### src/rtl/line_pkg.sv
package line_pkg;

  // Which coordinate advances on every pixel.
  typedef enum logic {
    AXIS_X = 1'b0,
    AXIS_Y = 1'b1
  } axis_e;

  // Row pitch of the frame store, in pixels.
  localparam int ROW_PITCH = 640;

endpackage

### src/rtl/line_setup.sv
// Decodes a command into driving/secondary spans, per-step address
// increments and the linear start address. Purely combinational.
module line_setup
  import line_pkg::*;
#(
  parameter int XW    = 10,
  parameter int YW    = 9,
  parameter int MW    = 10,
  parameter int AW    = 19,
  parameter int PITCH = ROW_PITCH
) (
  input  logic [XW-1:0] x0,
  input  logic [YW-1:0] y0,
  input  logic [XW-1:0] x1,
  input  logic [YW-1:0] y1,
  output logic [MW-1:0] span_major,
  output logic [MW-1:0] span_minor,
  output logic [AW-1:0] inc_major,
  output logic [AW-1:0] inc_minor,
  output logic [AW-1:0] base_addr
);

  logic signed [XW:0] diff_x;
  logic signed [YW:0] diff_y;
  logic        [XW:0] neg_x;
  logic        [YW:0] neg_y;
  logic [XW-1:0]      mag_x;
  logic [YW-1:0]      mag_y;
  logic [MW-1:0]      mag_x_w;
  logic [MW-1:0]      mag_y_w;
  logic [AW-1:0]      inc_x;
  logic [AW-1:0]      inc_y;
  logic [AW-1:0]      row_base;
  axis_e              drive_axis;

  // Signed spans and their magnitudes.
  always_comb begin
    diff_x = $signed({1'b0, x1}) - $signed({1'b0, x0});
    diff_y = $signed({1'b0, y1}) - $signed({1'b0, y0});
    neg_x  = -diff_x;
    neg_y  = -diff_y;
    mag_x  = diff_x[XW] ? neg_x[XW-1:0] : diff_x[XW-1:0];
    mag_y  = diff_y[YW] ? neg_y[YW-1:0] : diff_y[YW-1:0];
    mag_x_w = MW'(mag_x);
    mag_y_w = MW'(mag_y);
  end

  // Per-axis address increments: +/-1 horizontally, +/-pitch vertically.
  always_comb begin
    inc_x = diff_x[XW] ? {AW{1'b1}} : AW'(1);
    inc_y = diff_y[YW] ? (AW'(0) - AW'(PITCH)) : AW'(PITCH);
  end

  // Axis selection: strictly steeper than 45 degrees drives on y.
  always_comb begin
    drive_axis = (mag_y_w > mag_x_w) ? AXIS_Y : AXIS_X;
    if (drive_axis == AXIS_Y) begin
      span_major = mag_y_w;
      span_minor = mag_x_w;
      inc_major  = inc_y;
      inc_minor  = inc_x;
    end else begin
      span_major = mag_x_w;
      span_minor = mag_y_w;
      inc_major  = inc_x;
      inc_minor  = inc_y;
    end
  end

  // Row base: shift-and-add when the pitch is 512 + 128.
  generate
    if (PITCH == 640) begin : g_pitch_shift
      always_comb row_base = (AW'(y0) << 9) + (AW'(y0) << 7);
    end else begin : g_pitch_mul
      always_comb row_base = AW'(y0) * AW'(PITCH);
    end
  endgenerate

  always_comb base_addr = row_base + AW'(x0);

  // the driving span is never the shorter one.
  always_comb begin
    AST_MAJOR_DOMINATES: assert (span_major >= span_minor);
  end

endmodule

### src/rtl/line_err_step.sv
// Integer error accumulator: one decision and update per clock.
module line_err_step #(
  parameter int MW = 10,
  parameter int EW = MW + 3
) (
  input  logic          clk,
  input  logic          rst_n,
  input  logic          load,
  input  logic          adv,
  input  logic [MW-1:0] span_major,
  input  logic [MW-1:0] span_minor,
  output logic          minor_step
);

  logic signed [EW-1:0] err_q,  err_d;
  logic signed [EW-1:0] twom_q, twom_d;
  logic signed [EW-1:0] twon_q, twon_d;
  logic signed [EW-1:0] trial;
  logic                 err_en;

  // Decision: trial = e + 2*minor; step the minor axis when trial >= 0.
  always_comb begin
    trial      = err_q + twon_q;
    minor_step = ~trial[EW-1];
  end

  always_comb begin
    err_en = load | adv;
    err_d  = err_q;
    twom_d = twom_q;
    twon_d = twon_q;
    if (load) begin
      err_d  = -$signed({3'b000, span_major});
      twom_d = $signed({2'b00, span_major, 1'b0});
      twon_d = $signed({2'b00, span_minor, 1'b0});
    end else if (adv) begin
      err_d = minor_step ? (trial - twom_q) : trial;
    end
  end

  always_ff @(posedge clk or negedge rst_n) begin
    if (!rst_n) begin
      err_q  <= '0;
      twom_q <= '0;
      twon_q <= '0;
    end else if (err_en) begin
      err_q  <= err_d;
      twom_q <= twom_d;
      twon_q <= twon_d;
    end
  end

  // with a non-zero driving span the error stays in [-2N, 0).
  AST_ERR_BOUND: assert property (@(posedge clk) disable iff (!rst_n)
    (adv && twom_q != 0) |-> (err_q < 0 && err_q >= -twom_q));

endmodule

### src/rtl/line_addr_walk.sv
// Running linear address: advanced by increments, never by coordinates.
module line_addr_walk #(
  parameter int AW    = 19,
  parameter int PITCH = 640
) (
  input  logic          clk,
  input  logic          rst_n,
  input  logic          load,
  input  logic          adv,
  input  logic          minor_step,
  input  logic [AW-1:0] base_addr,
  input  logic [AW-1:0] inc_major,
  input  logic [AW-1:0] inc_minor,
  output logic [AW-1:0] addr
);

  logic [AW-1:0] addr_q, addr_d;
  logic [AW-1:0] incj_q, incj_d;
  logic [AW-1:0] incn_q, incn_d;
  logic          addr_en;

  always_comb begin
    addr_en = load | adv;
    addr_d  = addr_q;
    incj_d  = incj_q;
    incn_d  = incn_q;
    if (load) begin
      addr_d = base_addr;
      incj_d = inc_major;
      incn_d = inc_minor;
    end else if (adv) begin
      addr_d = addr_q + incj_q + (minor_step ? incn_q : '0);
    end
  end

  always_ff @(posedge clk or negedge rst_n) begin
    if (!rst_n) begin
      addr_q <= '0;
      incj_q <= '0;
      incn_q <= '0;
    end else if (addr_en) begin
      addr_q <= addr_d;
      incj_q <= incj_d;
      incn_q <= incn_d;
    end
  end

  assign addr = addr_q;

  function automatic logic legal_step(input logic [AW-1:0] d);
    legal_step = (d == AW'(1)) || (d == -AW'(1)) ||
                 (d == AW'(PITCH)) || (d == -AW'(PITCH)) ||
                 (d == AW'(PITCH + 1)) || (d == AW'(PITCH - 1)) ||
                 (d == -AW'(PITCH + 1)) || (d == -AW'(PITCH - 1));
  endfunction

  AST_STEP_SHAPE: assert property (@(posedge clk) disable iff (!rst_n)
    (adv && $past(adv)) |-> legal_step(addr_q - $past(addr_q)));

endmodule

### src/rtl/line_raster_engine.sv
// Top: command acceptance, pixel countdown, busy/done and write port.
module line_raster_engine
  import line_pkg::*;
#(
  parameter int XW    = 10,
  parameter int YW    = 9,
  parameter int PITCH = ROW_PITCH
) (
  input  logic                clk,
  input  logic                rst_n,
  input  logic                start,
  input  logic [XW-1:0]       x0,
  input  logic [YW-1:0]       y0,
  input  logic [XW-1:0]       x1,
  input  logic [YW-1:0]       y1,
  output logic                busy,
  output logic                done,
  output logic                wr_en,
  output logic [$clog2(PITCH * (2 ** YW))-1:0] wr_addr
);

  localparam int MW = (XW >= YW) ? XW : YW;
  localparam int EW = MW + 3;
  localparam int AW = $clog2(PITCH * (2 ** YW));

  // Reset: asynchronous assert, synchronous release.
  logic [1:0] rst_sync_q;
  logic       rst_int_n;

  always_ff @(posedge clk or negedge rst_n) begin
    if (!rst_n) rst_sync_q <= 2'b00;
    else        rst_sync_q <= {rst_sync_q[0], 1'b1};
  end
  assign rst_int_n = rst_sync_q[1];

  logic [MW-1:0] span_major, span_minor;
  logic [AW-1:0] inc_major, inc_minor, base_addr;
  logic          minor_step;
  logic          accept;
  logic          busy_q, busy_d;
  logic          done_q, done_d;
  logic [MW-1:0] cnt_q, cnt_d;
  logic          cnt_en;
  logic [AW-1:0] addr;

  line_setup #(
    .XW(XW), .YW(YW), .MW(MW), .AW(AW), .PITCH(PITCH)
  ) u_setup (
    .x0         (x0),
    .y0         (y0),
    .x1         (x1),
    .y1         (y1),
    .span_major (span_major),
    .span_minor (span_minor),
    .inc_major  (inc_major),
    .inc_minor  (inc_minor),
    .base_addr  (base_addr)
  );

  line_err_step #(
    .MW(MW), .EW(EW)
  ) u_err (
    .clk        (clk),
    .rst_n      (rst_int_n),
    .load       (accept),
    .adv        (busy_q),
    .span_major (span_major),
    .span_minor (span_minor),
    .minor_step (minor_step)
  );

  line_addr_walk #(
    .AW(AW), .PITCH(PITCH)
  ) u_walk (
    .clk        (clk),
    .rst_n      (rst_int_n),
    .load       (accept),
    .adv        (busy_q),
    .minor_step (minor_step),
    .base_addr  (base_addr),
    .inc_major  (inc_major),
    .inc_minor  (inc_minor),
    .addr       (addr)
  );

  // Control next state.
  always_comb begin
    accept = start & ~busy_q;
    busy_d = busy_q;
    done_d = 1'b0;
    cnt_d  = cnt_q;
    cnt_en = accept | busy_q;
    if (accept) begin
      busy_d = 1'b1;
      cnt_d  = span_major;
    end else if (busy_q) begin
      if (cnt_q == '0) begin
        busy_d = 1'b0;
        done_d = 1'b1;
      end else begin
        cnt_d = cnt_q - 1'b1;
      end
    end
  end

  always_ff @(posedge clk or negedge rst_int_n) begin
    if (!rst_int_n) begin
      busy_q <= 1'b0;
      done_q <= 1'b0;
    end else begin
      busy_q <= busy_d;
      done_q <= done_d;
    end
  end

  always_ff @(posedge clk or negedge rst_int_n) begin
    if (!rst_int_n)  cnt_q <= '0;
    else if (cnt_en) cnt_q <= cnt_d;
  end

  assign busy    = busy_q;
  assign done    = done_q;
  assign wr_en   = busy_q;
  assign wr_addr = addr;

  AST_DONE_SINGLE: assert property (@(posedge clk) disable iff (!rst_int_n)
    done |=> !done);
  AST_DONE_IDLE: assert property (@(posedge clk) disable iff (!rst_int_n)
    done |-> (!busy && !wr_en));
  AST_COUNT_DOWN: assert property (@(posedge clk) disable iff (!rst_int_n)
    (busy && cnt_q != '0) |=> (busy && cnt_q == $past(cnt_q) - 1'b1));
  AST_BUSY_HOLD: assert property (@(posedge clk) disable iff (!rst_int_n)
    (busy && start && cnt_q != '0) |=> (busy && !done));
  AST_ACCEPT_WRITE: assert property (@(posedge clk) disable iff (!rst_int_n)
    (start && !busy) |=> (busy && wr_en));

endmodule

### config.mk
export PLATFORM = sky130hd
export DESIGN_NAME = line_raster_engine
export DESIGN_NICKNAME = d
export VERILOG_FILES = /design/src/rtl/line_pkg.sv /design/src/rtl/line_setup.sv /design/src/rtl/line_err_step.sv /design/src/rtl/line_addr_walk.sv /design/src/rtl/line_raster_engine.sv
export SDC_FILE = /design/constraint.sdc
export NUM_CORES = 1
export LEC_CHECK = 0
export ABC_AREA = 1
export ABC_CLOCK_PERIOD_IN_PS = 5800
export BUFFER_PORTS_ARGS = -buffer_cell sky130_fd_sc_hd__buf_2
export CORE_UTILIZATION = 60
export DETAILED_ROUTE_END_ITERATION = 12
export GPL_TIMING_DRIVEN = 0
export HOLD_SLACK_MARGIN = 0.15
export PLACE_DENSITY = 0.8
export RECOVER_POWER = 100
export SYNTH_ARGS = -nofsm -noshare
export SYNTH_HDL_FRONTEND = slang
export SYNTH_SLANG_ARGS = --single-unit
### constraint.sdc
create_clock -name clk -period 5.8 [get_ports clk]
set_input_delay 0.58 -clock clk [delete_from_list [all_inputs] [get_ports clk]]
set_output_delay 0.58 -clock clk [all_outputs]
set_load 0.01 [all_outputs]
==> results of run 1 <==
==> final timing paths <==
| path | slack (ns) | cells after the start | endpoint | start |
|---|---|---|---|---|
| worst max-delay path | 0.41 | 28 | u_walk.addr[17]$_DFFE_PN0P_ | u_err.twon_q[4]$_DFFE_PN0P_ |
| worst min-delay path | 0.35 | 0 | rst_sync_q[1]$_DFF_PN0_ | rst_sync_q[0]$_DFF_PN0_ |
| worst max register to register | 0.41 | 28 | u_walk.addr[17]$_DFFE_PN0P_ | u_err.twon_q[4]$_DFFE_PN0P_ |
| worst min register to register | 0.35 | 0 | rst_sync_q[1]$_DFF_PN0_ | rst_sync_q[0]$_DFF_PN0_ |
| max in group asynchronous | 2.09 | 1 | u_err.err_q[1]$_DFFE_PN0P_ | rst_sync_q[1]$_DFF_PN0_ |
| min in group asynchronous | 0.40 | 0 | cnt_q[2]$_DFFE_PN0P_ | rst_sync_q[1]$_DFF_PN0_ |
==> cell families after synthesis <==
logic type | after synthesis
xor gates and xnor gates | 35
other | 1
adders and majority gates | 112
AOI/OAI and AO/OA | 217
and+or+nand+nor | 498
buffers and inverters | 214
DFF | 75
==> worst reg2reg max path, delay by kind of cell, from the launching register on <==
family,cells,cell delay [ns]
simple gates,17,2.27
fa+ha+maj,4,1.64
compound gates,4,0.49
buf+inv,3,0.47
flops,1,0.40
==> synth_stat cells, drive strengths merged (8+ instances only) <==
master,n
a21oi,87
buf,8
clkbuf,14
dfrtp,75
fa,25
ha,87
inv,190
nand2,296
nand3,70
nand4,18
nor2,96
nor3,11
o211ai,13
o21ai,71
o21bai,8
o221ai,15
xnor2,13
xor2,22
==> stage by stage <==
stage | hold slack, ns | setup WS, ns
2_1_floorplan | 0.284 | 1.37
3_3_place_gp | 0.334 | 0.295
3_5_place_dp | 0.247 | 0.124
4_1_cts | 0.255 | 0.0932
5_1_grt | 0.356 | 0.0267
6_report | 0.349 | 0.415
==> flip-flops by register name, summed over array words and instances, names as in the netlist <==
signal,cells
u_walk.addr,19
u_err.err_q,12
cnt_q,10
u_err.twom_q,10
u_err.twon_q,10
u_walk.incj_q,5
u_walk.incn_q,5
rst_sync_q,2
busy,1
done,1
==> routing by layer <==
layer	vias to the layer above	track usage (%)	part of all wire, %
met5	-	0	0
met4	0	14.1	3.3
met3	53	7.27	7.8
met2	319	51.4	44
met1	3620	46.7	45
li1	3919	-	-
==> what timing repair did <==
action,in CTS,in global routing
resized for setup,0,1
hold buffers,1,0
hold endpoints to repair,2,0
setup endpoints to repair,0,6
==> final cells by class <==
cell class,instances,area (um^2)
multi-input combinational,863,5320
fill,1208,4350
sequential,75,1880
inverter,192,721
timing repair buffer,64,295
clock buffer,9,225
tap,176,220
buffer,21,95.1
clock inverter,7,92.6
==> flow_summary.html, run 1 <==
<table>
<tr><th>Metric</th><th>Value</th></tr>
<tr><th colspan="2">Synth</th></tr>
<tr><td>Post-synth EDFFs</td><td>0</td></tr>
<tr><td>Synthesized flop and latch total</td><td>75</td></tr>
<tr><td>Area contributors post-synth</td><td>dfrtp_1, ha_1, nand2_1</td></tr>
<tr><td>Library cell occupying the most area in the post-synthesis netlist</td><td>dfrtp_1</td></tr>
<tr><td>Combinational family with the most area after synthesis</td><td>simple AND/OR/NAND/NOR gates</td></tr>
<tr><td>Synth Cell Area</td><td>8090 um^2</td></tr>
<tr><td>Number of distinct library cells after synthesis</td><td>52</td></tr>
<tr><td>Mux cell area share after synthesis</td><td>0%</td></tr>
<tr><td>Mean post-synth cell area</td><td>approximately 7 um^2</td></tr>
<tr><td>Async set-reset flop share out of synthesis</td><td>100%</td></tr>
<tr><td>Primary FF master, synth</td><td>dfrtp_1</td></tr>
<tr><td>Mapped Cells</td><td>~1,200</td></tr>
<tr><td>Warning count from the yosys run</td><td>0</td></tr>
<tr><td>Syn Nets</td><td>1,305</td></tr>
<tr><td>Post-synthesis xor/xnor area fraction</td><td>just under 4%</td></tr>
<tr><td>Adder-cell share of the synthesized area</td><td>between 15 and 20%</td></tr>
<tr><td>Post-synthesis simple-gate area fraction</td><td>a little over a quarter</td></tr>
<tr><td>Share of the yosys chip area belonging to registers</td><td>between 20% and 30%</td></tr>
<tr><td>Compound-cell area share of the yosys netlist</td><td>15.8%</td></tr>
<tr><td>Top-area cell type share of the netlist area</td><td>a little under a quarter</td></tr>
<tr><th colspan="2">Route</th></tr>
<tr><td>Overall via count from detail_route</td><td>about 7,900</td></tr>
<tr><td>Residual DRC</td><td>0</td></tr>
<tr><td>Average vias per placed instance</td><td>5.62</td></tr>
<tr><td>Initial drt markers</td><td>approximately 630</td></tr>
<tr><td>Antenna Violating Nets Remaining</td><td>0</td></tr>
<tr><td>Routed wire length</td><td>roughly 22 mm</td></tr>
<tr><td>Avg WL per Cell</td><td>approximately 16 um</td></tr>
<tr><td>Number of iterations in the first detailed-routing pass</td><td>5</td></tr>
<tr><th colspan="2">Clock network</th></tr>
<tr><td>Max Root-Sink Buffers</td><td>2</td></tr>
<tr><td>TritonCTS clock tree</td><td>yes</td></tr>
<tr><td>CTS H-tree lvls</td><td>3</td></tr>
<tr><td>Root buffer cell</td><td>clkbuf_16</td></tr>
<tr><td>CTS Buf Count</td><td>9</td></tr>
<tr><td>Number of sinks driven by the clock tree</td><td>between 70 and 80</td></tr>
<tr><td>Post CTS Setup Buffer Count</td><td>0</td></tr>
<tr><td>Clock insertion delay at the later pin of the skew report</td><td>between 0.3 and 0.4 ns</td></tr>
<tr><td>Clk slew on worst S/H paths</td><td>about 0.06 ns</td></tr>
<tr><th colspan="2">Setup path</th></tr>
<tr><td>Type of the setup path with the least slack</td><td>reg -&gt; reg</td></tr>
<tr><td>Arrival time at the worst endpoint</td><td>about 5.6 ns</td></tr>
<tr><td>Most Frequent Cell on Critical Path</td><td>nand2_1</td></tr>
<tr><td>Kind of end point of the critical path</td><td>flip-flop</td></tr>
<tr><td>Critical path data required time</td><td>just over 6 ns</td></tr>
<tr><td>Slowest-stage cell, CP</td><td>nor2_1</td></tr>
<tr><td>Combined buffer and inverter count along the critical path</td><td>3</td></tr>
<tr><td>CP Launch Type</td><td>flip-flop</td></tr>
<tr><td>Top delay family on crit path</td><td>simple AND/OR/NAND/NOR gates</td></tr>
<tr><td>Crit Path Max Fanout</td><td>10</td></tr>
<tr><td>Max incr delay on CP</td><td>between 0.6 and 0.7 ns</td></tr>
<tr><th colspan="2">Floorplanning</th></tr>
<tr><td>Floorplan row count</td><td>42</td></tr>
<tr><td>Core Footprint</td><td>between 10,000 and 15,000 um^2</td></tr>
<tr><td>Die outline height</td><td>between 100 and 150 um</td></tr>
<tr><td>DIE WIDTH</td><td>between 100 and 150 um</td></tr>
<tr><td>Number of I/O pins</td><td>63</td></tr>
<tr><td>Full die area</td><td>between 10,000 and 15,000 um^2</td></tr>
<tr><td>Starting density of the core</td><td>slightly above 60%</td></tr>
<tr><th colspan="2">Timing</th></tr>
<tr><td>Transition at the pin with the smallest max-transition slack</td><td>2.97 ns</td></tr>
<tr><td>Number of setup violations in the final report</td><td>0</td></tr>
<tr><td>Worst relative slew slack</td><td>-97.9%</td></tr>
<tr><td>Max-slew violation count</td><td>53</td></tr>
<tr><td>Fin Clk Skew</td><td>0.00511 ns</td></tr>
<tr><td>Achievable frequency</td><td>0.186 GHz</td></tr>
<tr><td>Final period utilization</td><td>between 90% and 100%</td></tr>
<tr><td>Final critical-path required period</td><td>around 5.4 ns</td></tr>
<tr><td>Setup repair after global routing missed its margin</td><td>false</td></tr>
<tr><td>Count of final hold-check violations</td><td>0</td></tr>
<tr><td>Final total negative setup slack</td><td>0 ns</td></tr>
<tr><th colspan="2">GRT</th></tr>
<tr><td>Initial antenna violation count</td><td>0</td></tr>
<tr><td>Pin count of the biggest net entering global routing</td><td>between 50 and 60</td></tr>
<tr><td>Global-route wire length before repair</td><td>~37 mm</td></tr>
<tr><td>Total congestion overflow after global routing</td><td>0</td></tr>
<tr><td>Global router's overall resource usage</td><td>roughly 34%</td></tr>
<tr><td>Number of global-route vias before repair</td><td>~7,600</td></tr>
<tr><th colspan="2">Min path</th></tr>
<tr><td>Min-Delay Path Class</td><td>reg -&gt; reg</td></tr>
<tr><th colspan="2">Final layout</th></tr>
<tr><td>Area growth from synthesis to final layout</td><td>9.36%</td></tr>
<tr><td>Core occupancy in the finished layout</td><td>about two thirds</td></tr>
<tr><td>Top library cells by usage in the layout, fill and taps aside</td><td>nand2_1, inv_1, nor2_1</td></tr>
<tr><td>Most frequent standard cell in the layout excluding fill and tap cells</td><td>nand2_1</td></tr>
<tr><td># diodes</td><td>0</td></tr>
<tr><td>Post-layout nets</td><td>around 1,400</td></tr>
<tr><td>Final instance area</td><td>8840 um^2</td></tr>
<tr><td>Final Non-Filler Cells</td><td>between 1,000 and 1,500</td></tr>
<tr><td>Share of cells above drive strength 1</td><td>7.64%</td></tr>
<tr><th colspan="2">Place</th></tr>
<tr><td>Cells after DPL</td><td>1,391</td></tr>
<tr><td>Number of buffer cells added on primary ports</td><td>62</td></tr>
<tr><td>RePlAce Congestion</td><td>0.943</td></tr>
<tr><td>Placed wire-length estimate after detailed placement</td><td>17.4 mm</td></tr>
<tr><td>Post-detailed-placement cell area</td><td>between 8000 and 9000 um^2</td></tr>
<tr><th colspan="2">Flow run</th></tr>
<tr><td>Maximum Capacitance Violations</td><td>1</td></tr>
<tr><th colspan="2">Status</th></tr>
<tr><td>Violated checks</td><td>capacitance limit, slew limit</td></tr>
<tr><td>Status</td><td>finished, violations left</td></tr>
</table>
Power of run 1 is not shown: default switching activity piles up to over one toggle a cycle in this logic, so the estimate is an artifact.
==> inputs of run 2 (changes only) <==
GPL_TIMING_DRIVEN = unset   (was 0)
==> flow_summary.html, run 2 (synthesis results as in run 1) <==
<table>
<tr><th>Metric</th><th>Value</th></tr>
<tr><th colspan="2">Final layout</th></tr>
<tr><td>Sequential Area</td><td>1880 um^2 (unchanged)</td></tr>
<tr><td># diodes</td><td>0 (unchanged)</td></tr>
<tr><td>Post-layout nets</td><td>1,364 (was 1,379)</td></tr>
<tr><td># fillers</td><td>1,197 (was 1,208)</td></tr>
<tr><td>Multi-input logic area</td><td>5340 um^2 (was 5320 um^2)</td></tr>
<tr><td>Area growth from synthesis to final layout</td><td>8.29% (was 9.36%)</td></tr>
<tr><td>Top library cells by usage in the layout, fill and taps aside</td><td>nand2_1, inv_1, nor2_1 (unchanged)</td></tr>
<tr><td>Max FFs per register</td><td>19 (unchanged)</td></tr>
<tr><td>Most frequent standard cell in the layout excluding fill and tap cells</td><td>nand2_1 (unchanged)</td></tr>
<tr><td>Share of cells above drive strength 1</td><td>7.57% (was 7.64%)</td></tr>
<tr><th colspan="2">Timing</th></tr>
<tr><td>Final total negative setup slack</td><td>0 ns (unchanged)</td></tr>
<tr><td>Setup repair after global routing missed its margin</td><td>false (unchanged)</td></tr>
<tr><td>Fin Clk Skew</td><td>0.00480 ns (was 0.00511 ns)</td></tr>
<tr><td>Transition at the pin with the smallest max-transition slack</td><td>3.03 ns (was 2.97 ns)</td></tr>
<tr><td>Final critical-path required period</td><td>5.13 ns (was 5.39 ns)</td></tr>
<tr><td>Number of setup violations in the final report</td><td>0 (unchanged)</td></tr>
<tr><td>Count of final hold-check violations</td><td>0 (unchanged)</td></tr>
<tr><td>Max-slew violation count</td><td>121 (was 53)</td></tr>
<tr><td>Final period utilization</td><td>88.4% (was 92.8%)</td></tr>
<tr><td>Achievable frequency</td><td>0.195 GHz (was 0.186 GHz)</td></tr>
<tr><td>Worst relative slew slack</td><td>-102% (was -97.9%)</td></tr>
<tr><th colspan="2">Route</th></tr>
<tr><td>Average vias per placed instance</td><td>5.58 (was 5.62)</td></tr>
<tr><td>Overall via count from detail_route</td><td>7,771 (was 7,911)</td></tr>
<tr><td>Initial drt markers</td><td>748 (was 629)</td></tr>
<tr><td>Routed wire length</td><td>21.2 mm (was 22.5 mm)</td></tr>
<tr><td>Avg WL per Cell</td><td>15.2 um (was 16.0 um)</td></tr>
<tr><td>Number of iterations in the first detailed-routing pass</td><td>7 (was 5)</td></tr>
<tr><td>Antenna Violating Nets Remaining</td><td>0 (unchanged)</td></tr>
<tr><td>Residual DRC</td><td>0 (unchanged)</td></tr>
<tr><th colspan="2">GRT</th></tr>
<tr><td>Global router's overall resource usage</td><td>31.9% (was 33.9%)</td></tr>
<tr><td>Total congestion overflow after global routing</td><td>0 (unchanged)</td></tr>
<tr><td>Pin count of the biggest net entering global routing</td><td>74 (was 53)</td></tr>
<tr><td>Initial antenna violation count</td><td>0 (unchanged)</td></tr>
<tr><td>Number of global-route vias before repair</td><td>7,354 (was 7,598)</td></tr>
<tr><td>Global-route wire length before repair</td><td>35.5 mm (was 37.1 mm)</td></tr>
<tr><th colspan="2">Floorplanning</th></tr>
<tr><td>Number of I/O pins</td><td>63 (unchanged)</td></tr>
<tr><td>Starting density of the core</td><td>61.3% (unchanged)</td></tr>
<tr><td>Die outline height</td><td>118 um (unchanged)</td></tr>
<tr><td>DIE WIDTH</td><td>118 um (unchanged)</td></tr>
<tr><td>Full die area</td><td>13,900 um^2 (unchanged)</td></tr>
<tr><td>Core Footprint</td><td>13,200 um^2 (unchanged)</td></tr>
<tr><td>Floorplan row count</td><td>42 (unchanged)</td></tr>
<tr><th colspan="2">Clock network</th></tr>
<tr><td>CTS H-tree lvls</td><td>3 (unchanged)</td></tr>
<tr><td>TritonCTS clock tree</td><td>yes (unchanged)</td></tr>
<tr><td>Clk slew on worst S/H paths</td><td>0.06 ns (about the same)</td></tr>
<tr><td>Clock insertion delay at the later pin of the skew report</td><td>0.35 ns (about the same)</td></tr>
<tr><td>Post CTS Setup Buffer Count</td><td>0 (unchanged)</td></tr>
<tr><td>Max Root-Sink Buffers</td><td>2 (unchanged)</td></tr>
<tr><td>Root buffer cell</td><td>clkbuf_16 (unchanged)</td></tr>
<tr><td>CTS Buf Count</td><td>9 (unchanged)</td></tr>
<tr><td>Number of sinks driven by the clock tree</td><td>75 (unchanged)</td></tr>
<tr><th colspan="2">Setup path</th></tr>
<tr><td>Max incr delay on CP</td><td>0.49 ns (was 0.61 ns)</td></tr>
<tr><td>Kind of end point of the critical path</td><td>flip-flop (unchanged)</td></tr>
<tr><td>CP Launch Type</td><td>input port (was flip-flop)</td></tr>
<tr><td>Worst flop-to-flop path startpoint</td><td>u_err.twon_q[3]$_DFFE_PN0P_ (was u_err.twon_q[4]$_DFFE_PN0P_)</td></tr>
<tr><td>Most Frequent Cell on Critical Path</td><td>nand2_1 (unchanged)</td></tr>
<tr><td>Critical Path Start</td><td>y0[0] (was u_err.twon_q[4]$_DFFE_PN0P_)</td></tr>
<tr><td>Arrival time at the worst endpoint</td><td>5.41 ns (was 5.62 ns)</td></tr>
<tr><td>Type of the setup path with the least slack</td><td>in -&gt; reg (was reg -&gt; reg)</td></tr>
<tr><td>Critical path data required time</td><td>6.09 ns (was 6.03 ns)</td></tr>
<tr><td>Crit Path Max Fanout</td><td>17 (was 10)</td></tr>
<tr><td>Slowest-stage cell, CP</td><td>nand3_1 (was nor2_1)</td></tr>
<tr><th colspan="2">Status</th></tr>
<tr><td>Violated checks</td><td>capacitance limit, slew limit (unchanged)</td></tr>
<tr><td>Status</td><td>finished, violations left (unchanged)</td></tr>
<tr><th colspan="2">Min path</th></tr>
<tr><td>Min-Delay Path Class</td><td>reg -&gt; reg (unchanged)</td></tr>
<tr><td>Startpoint of the worst hold path</td><td>rst_sync_q[0]$_DFF_PN0_ (unchanged)</td></tr>
<tr><th colspan="2">Place</th></tr>
<tr><td>Placed wire-length estimate after detailed placement</td><td>16.5 mm (was 17.4 mm)</td></tr>
<tr><td>Number of buffer cells added on primary ports</td><td>62 (unchanged)</td></tr>
<tr><td>RePlAce Congestion</td><td>0.962 (was 0.943)</td></tr>
<tr><th colspan="2">Flow run</th></tr>
<tr><td>Maximum Capacitance Violations</td><td>2 (was 1)</td></tr>
</table>
run 2: cell count changes in the layout (fill, tap and decap cells not counted), sizes merged:
| cell | before | now |
|---|---|---|
| buf | 45 | 43 |
| inv | 190 | 188 |
| bufinv | 2 | 0 |
| clkbuf | 48 | 38 |
| clkinvlp | 0 | 1 |
run 2: final timing paths:
check / endpoint / slack [ns] / cells past startpoint
max reg2reg: u_walk.addr[18]$_DFFE_PN0P_ / 0.73 / 26
min in group asynchronous: rst_sync_q[1]$_DFF_PN0_ / 0.54 / 2
max in group asynchronous: u_walk.addr[3]$_DFFE_PN0P_ / 2.81 / 0
min reg2reg: rst_sync_q[1]$_DFF_PN0_ / 0.35 / 0
max: u_err.err_q[8]$_DFFE_PN0P_ / 0.67 / 34
min: rst_sync_q[1]$_DFF_PN0_ / 0.35 / 0
run 2: layout make-up:
type | instances | share of cell area (%)
Multi-Input combinational cell | 863 | 60.9
Sequential cell | 75 | 21.4
Inverter | 192 | 8.23
Timing Repair Buffer | 70 | 3.80
Clock buffer | 12 | 2.81
Tap cell | 176 | 2.51
Clock inverter | 4 | 0.300
run 2: per-layer routing:
layer / share of wire [%] / track usage [%] / vias up
li1: - / - / 3893
met1: 47 / 44.1 / 3570
met2: 44 / 51.0 / 268
met3: 6.1 / 4.60 / 40
met4: 2.5 / 11.2 / 0
met5: 0 / 0 / -
run 2: critical path, delay by kind of cell:
family | cells | cell delay (ns)
AO/OA/AOI/OAI | 4 | 0.70
AND/OR/NAND/NOR | 17 | 1.92
adder cells (fa/ha/maj) | 5 | 1.35
buffers and inverters | 8 | 0.83
run 2: repair_timing:
action                    CTS  global route
gates resized for setup     0             0
hold buffers                1             0
hold endpoints to repair    2             0
run 2: metrics by stage:
stage          setup slack (ns)  hold slack [ns]  instances  utilization [%]  cell area [um^2]
5_1_grt                   0.237            0.365       1392             66.4              8760
4_1_cts                   0.962            0.352       1392             67.1              8850
6_report                  0.674            0.349       1392             66.4              8760
3_3_place_gp               1.01            0.336       1375             65.0              8570
3_5_place_dp              0.880            0.339       1375             65.0              8570
2_1_floorplan              1.37            0.284       1152                -              8090
Power of run 2 is left out for the same reason.
